===== src/rtl/addsub_pkg.sv =====
package addsub_pkg;

    localparam logic [6:0] SEG_BLANK = 7'b1111111;
    localparam logic [6:0] SEG_MINUS = 7'b0111111;

    // Active-low glyph for a decimal value 0..8, bit order {g,f,e,d,c,b,a}
    function automatic logic [6:0] seg_glyph(input logic [3:0] val);
        logic [6:0] lit;
        case (val)
            4'd0:    lit = 7'b0111111;
            4'd1:    lit = 7'b0000110;
            4'd2:    lit = 7'b1011011;
            4'd3:    lit = 7'b1001111;
            4'd4:    lit = 7'b1100110;
            4'd5:    lit = 7'b1101101;
            4'd6:    lit = 7'b1111101;
            4'd7:    lit = 7'b0000111;
            4'd8:    lit = 7'b1111111;
            default: lit = 7'b0000000;
        endcase
        return ~lit;
    endfunction

endpackage


===== src/rtl/addsub_core.sv =====
module addsub_core #(
    parameter int W = 3
) (
    input  logic [W-1:0] op_a,
    input  logic [W-1:0] op_b,
    input  logic         sub,
    output logic [W:0]   res,
    output logic         ovf
);

    logic [W-1:0] a_eff;
    logic [W-1:0] sum;
    logic [W:0]   carry;

    assign a_eff    = op_a ^ {W{sub}};
    assign carry[0] = sub;

    for (genvar i = 0; i < W; i++) begin : g_bit
        assign sum[i]     = a_eff[i] ^ op_b[i] ^ carry[i];
        assign carry[i+1] = (a_eff[i] & op_b[i]) | (carry[i] & (a_eff[i] ^ op_b[i]));
    end

    // Sign rule: like-signed effective operands giving an opposite-signed sum
    assign ovf = (a_eff[W-1] == op_b[W-1]) && (sum[W-1] != op_b[W-1]);
    // The overflow supplies the true sign in the extra bit
    assign res = {sum[W-1] ^ ovf, sum};

    always_comb begin
        assert_ovf_carry_R4: assert (ovf == (carry[W] ^ carry[W-1]))
            else $error("overflow disagrees with sign-bit carries");
    end

endmodule


===== src/rtl/scan_ctrl.sv =====
module scan_ctrl #(
    parameter int DIGITS = 4,
    parameter int HOLD   = 16
) (
    input  logic                        clk,
    input  logic                        rst_n,
    output logic [$clog2(DIGITS)-1:0]   idx,
    output logic [DIGITS-1:0]           dig_n
);

    localparam int IW = $clog2(DIGITS);
    localparam int CW = (HOLD > 1) ? $clog2(HOLD) : 1;

    typedef struct packed {
        logic [CW-1:0] cnt;
        logic [IW-1:0] idx;
    } scan_t;

    scan_t st_d, st_q;

    always_comb begin
        st_d = st_q;
        if (st_q.cnt == CW'(HOLD - 1)) begin
            st_d.cnt = '0;
            st_d.idx = (st_q.idx == IW'(DIGITS - 1)) ? '0 : st_q.idx + 1'b1;
        end else begin
            st_d.cnt = st_q.cnt + 1'b1;
        end
    end

    always_ff @(posedge clk or negedge rst_n) begin
        if (!rst_n) st_q <= '0;
        else        st_q <= st_d;
    end

    assign idx = st_q.idx;

    always_comb begin
        for (int i = 0; i < DIGITS; i++) begin
            dig_n[i] = !(st_q.idx == IW'(i));
        end
    end

    assert_hold_R8: assert property (@(posedge clk) disable iff (!rst_n)
        (st_q.cnt != CW'(HOLD - 1)) |=> $stable(dig_n))
        else $error("position changed before its hold count");

    assert_advance_R8: assert property (@(posedge clk) disable iff (!rst_n)
        (st_q.cnt == CW'(HOLD - 1)) |=> !$stable(dig_n))
        else $error("position did not advance after its hold count");

endmodule


===== src/rtl/digit_decode.sv =====
module digit_decode
    import addsub_pkg::*;
#(
    parameter int W      = 3,
    parameter int DIGITS = 4
) (
    input  logic [W:0]                res,
    input  logic [$clog2(DIGITS)-1:0] idx,
    output logic [6:0]                seg_n
);

    localparam int IW = $clog2(DIGITS);

    logic       neg;
    logic [W:0] mag;

    assign neg = res[W];
    assign mag = neg ? (~res + 1'b1) : res;

    always_comb begin
        if (idx == IW'(0))      seg_n = seg_glyph(4'(mag));
        else if (idx == IW'(1)) seg_n = neg ? SEG_MINUS : SEG_BLANK;
        else                    seg_n = SEG_BLANK;
    end

    always_comb begin
        assert_mag_range_R5: assert (mag <= (W+1)'(1 << W))
            else $error("magnitude above one decimal digit");
    end

endmodule


===== src/rtl/signed_addsub_display.sv =====
module signed_addsub_display
    import addsub_pkg::*;
#(
    parameter int W      = 3,
    parameter int DIGITS = 4,
    parameter int HOLD   = 16
) (
    input  logic              clk,
    input  logic              rst_n,
    input  logic [W-1:0]      opa,
    input  logic [W-1:0]      opb,
    input  logic              sub_mode,
    output logic [W:0]        led,
    output logic              ovf,
    output logic [6:0]        seg_n,
    output logic [DIGITS-1:0] dig_n
);

    localparam int IW = $clog2(DIGITS);

    logic [W:0]    res;
    logic [IW-1:0] scan_idx;

    addsub_core #(.W(W)) u_core (
        .op_a (opa),
        .op_b (opb),
        .sub  (sub_mode),
        .res  (res),
        .ovf  (ovf)
    );

    scan_ctrl #(.DIGITS(DIGITS), .HOLD(HOLD)) u_scan (
        .clk   (clk),
        .rst_n (rst_n),
        .idx   (scan_idx),
        .dig_n (dig_n)
    );

    digit_decode #(.W(W), .DIGITS(DIGITS)) u_decode (
        .res   (res),
        .idx   (scan_idx),
        .seg_n (seg_n)
    );

    assign led = res;

    assert_zero_no_minus_R6: assert property (@(posedge clk) disable iff (!rst_n)
        (led == '0 && !dig_n[1]) |-> seg_n == SEG_BLANK)
        else $error("zero result lit a minus");

    assert_neg_minus_R6: assert property (@(posedge clk) disable iff (!rst_n)
        (led[W] && !dig_n[1]) |-> seg_n == SEG_MINUS)
        else $error("negative result without minus");

endmodule


===== config.mk =====
export PLATFORM = sky130hd
export DESIGN_NAME = signed_addsub_display
export DESIGN_NICKNAME = d
export VERILOG_FILES = /design/src/rtl/addsub_pkg.sv /design/src/rtl/addsub_core.sv /design/src/rtl/scan_ctrl.sv /design/src/rtl/digit_decode.sv /design/src/rtl/signed_addsub_display.sv
export SDC_FILE = /design/constraint.sdc
export NUM_CORES = 1
export LEC_CHECK = 0
export BUFFER_PORTS_ARGS = -buffer_cell sky130_fd_sc_hd__buf_2
export CAP_MARGIN = 10
export CORE_UTILIZATION = 55
export CTS_BUF_LIST = sky130_fd_sc_hd__clkbuf_4 sky130_fd_sc_hd__clkbuf_8
export CTS_CLUSTER_SIZE = 10
export DETAILED_ROUTE_END_ITERATION = 8
export GPL_ROUTABILITY_DRIVEN = 0
export PLACE_DENSITY = 0.84
export SKIP_CTS_REPAIR_TIMING = 1
export SYNTH_ARGS = -nofsm -noshare
export SYNTH_HDL_FRONTEND = slang
export SYNTH_HIERARCHICAL = 1
export SYNTH_SLANG_ARGS = --single-unit

===== constraint.sdc =====
create_clock -name clk -period 3.5 [get_ports clk]
set_input_delay 0.175 -clock clk [delete_from_list [all_inputs] [get_ports clk]]
set_output_delay 0.175 -clock clk [all_outputs]
set_load 0.02 [all_outputs]

==> out/metrics.yaml <==
finish:
  nets: 138
  stdcell_count: 131
  drive_gt1_share_pct: 29.1
  num_antenna_cells: 0
  area_growth_pct: 22.0
pwr:
  ir_drop_v: 0.000273
  power.leakage_nw: 0.454
  cellPowerDensity_nw_per_um2: 358
clock_network:
  cts_made_buffers: 3
  clk_pin_slew_ns: 0.05
  max-clock-path-buffers: 2
  clkSinkCount: 6
  clock-root-buffer: "clkbuf_4"
  htree_num_levels: 1
  clock_latency_ns: 0.25
  cts_tree: "done"
flow_run:
  max-cap-violations: 0
synth:
  synth_top_family_by_area: "compound AO/OA/AOI/OAI gates"
  yosys_warnings: 6
  synthTopCellsByCount: "inv_1, ha_1, nand2_1"
  netlist.area_leader.share_pct: 20.0
  synth_top_flop_cell: "dfrtp_1"
  synth.area.top_cells: "dfrtp_1, ha_1, inv_1, xor2_1, mux2_1"
  synth-simple-area-share_pct: 17.5
  synth_compound_area_share_pct: 20.5
  synthAdderAreaFrac_pct: 17.7
  synth_fp_nets: 109
  yosysUniqueCellTypes: 34
  syn_avg_cell_area_um2: 8.34
  synth-xor-area-share_pct: 10.3
  muxShareOfSynthArea_pct: 5.83
  yosysTopAreaCell: "dfrtp_1"
  yosysMostFrequentCell: "inv_1"
  syn_inst: 90
  synth-edff-count: 0
  ys_ff_latch: 6
  syn_area_um2: 751
  async_flop_share_pct: 100
  yosysSeqAreaShare_pct: 20.0
hold_path:
  min_path_type: "in2async"
worst_setup_path:
  cp-end-kind: "output port"
  reg2regPathDepth: 3
  startpoint_type: "input pin"
  rrSetupSlack_ns: 2.24
  max_stage_delay_ns: 0.64
  path_cells: "buf_2, mux2_1, fa_1, inv_1, ha_1, mux2i_1, inv_1, ha_1, a21oi_1, o21ai_1, buf_2"
  crit_type: "in2out"
  worstPathRequired_ns: 3.32
  slowest_stage: "fa_1"
  arrival_ns: 2.84
  r2r_end: "u_scan/idx[1]"
  reg2reg_from: "u_scan/idx[0]"
  cp_max_fo: 8
sta:
  rsz0062_at_grt: "false"
  timing.final.crit_share_pct: 86.0
  setup_violations: 0
  maxSlewHeadroom_pct: 61.5
  clock.fmax_mhz: 332
  drv_slew: 0
  period_needed_ns: 3.01
  worst_pin_slew_ns: 0.576
  hold_viol: 0
  setup_tns_ns: 0
  finClkSkew_ns: 0.00741
global_route:
  grt-ovfl-total: 0
  antenna_found_initial: 0
  grt_max_degree: 13
  grt_first_pass_wirelength_um: 2500
  first_global_vias: 634
  track_usage_pct: 24.5
routing:
  routedWlPerCell_um: 11.7
  routed-via-count: 712
  drcViolationCount: 0
  via_per_inst: 5.44
  drtAntennaViolNets: 0
  drtIter0Drc: 13
  wirelength_um: 1530
  first_pass_iters: 4
floorplan:
  die_h_um: 38.9
  start_util_pct: 63.3
  row_count: 12
  io_pins: 25
  die_w_um: 38.9
  die_area_um2: 1520
  core_area_um2: 1190
outcome:
  status: "finished clean"
placed_design:
  dp.cells: 127
  dp_hpwl_um: 1190
  port_buffers: 24
==> cell type report <==
type / count / area (um2)
clock buffer: 3 / 22.5
fill: 95 / 270
inverter: 11 / 41.3
multi-input combinational: 70 / 539
sequential: 6 / 150
tap: 14 / 17.5
timing repair buffer: 27 / 145
==> layer usage <==
metal / up-vias / track usage, % / routed length [um]
li1: 364 / - / -
met1: 331 / 29.2 / 684
met2: 13 / 40.8 / 773
met3: 4 / 6.94 / 50
met4: 0 / 10.3 / 26
met5: - / 0 / 0
==> worst max-delay path: cells and delay by family <==
family                     cells  cell delay (ns)
AOI/OAI and AO/OA              2             0.21
buffers and inverters          4             0.47
adders and majority gates      3             1.31
muxes                          2             0.66
==> worst max-delay path by stage <==
| stage | start | end | slack [ns] | cells past startpoint |
|---|---|---|---|---|
| 2_1_floorplan | opa[0] | seg_n[6] | 0.42 | 9 |
| 3_3_place_gp | opa[0] | seg_n[6] | 0.61 | 11 |
| 3_5_place_dp | opa[0] | seg_n[3] | 0.52 | 11 |
| 4_1_cts | opa[0] | seg_n[3] | 0.52 | 11 |
| 5_1_grt | opa[0] | seg_n[2] | 0.33 | 12 |
| 6_report | opa[0] | seg_n[3] | 0.49 | 11 |
==> registers in the layout (all words and copies together), names as in the netlist <==
name and cells:
u_scan/idx 2, u_scan/st_q 4
==> cells by family (layout without fill, tap and decap cells) <==
logic type,Yosys count,after routing
mux,4,4
simple gates,24,24
xor+xnor,8,8
fa+ha+maj,10,10
compound gates,24,24
buf+inv,14,41
flops,6,6
==> cell usage in the layout (no fill, tap or decap), drive strengths merged, types with 2 or more instances in the layout <==
cell type / netlist / final
mux2: 3 / 3
nand2: 7 / 7
a31oi: 4 / 4
ha: 9 / 9
inv: 11 / 11
clkbuf: 0 / 3
o21bai: 2 / 2
a21o: 2 / 2
nand3: 3 / 3
nor2: 6 / 6
a21oi: 5 / 5
buf: 3 / 26
dfrtp: 6 / 6
xor2: 5 / 5
o21ai: 7 / 7
xnor2: 3 / 3
==> report_power, final <==
| group | switching (W) | internal [W] |
|---|---|---|
| clock network | 0.0000277 | 0.0000390 |
| registers | 0 | 0.0000696 |
| logic | 0.000114 | 0.0000776 |
| total | 0.000141 | 0.000186 |
==> stage by stage <==
step	setup slack [ns]	cell area (um2)	util [%]	power (W)	hold slack, ns
5_1_grt	0.333	916	77.2	0.000352	0.294
6_report	0.489	916	77.2	0.000328	0.276
4_1_cts	0.517	906	76.4	0.000327	-0.265
3_3_place_gp	0.614	883	74.5	0.000253	0.00115
3_5_place_dp	0.517	883	74.5	0.000259	0.00682
2_1_floorplan	0.416	751	-	0.000213	-0.121
Note: power is estimated with default switching activity, not from simulation.
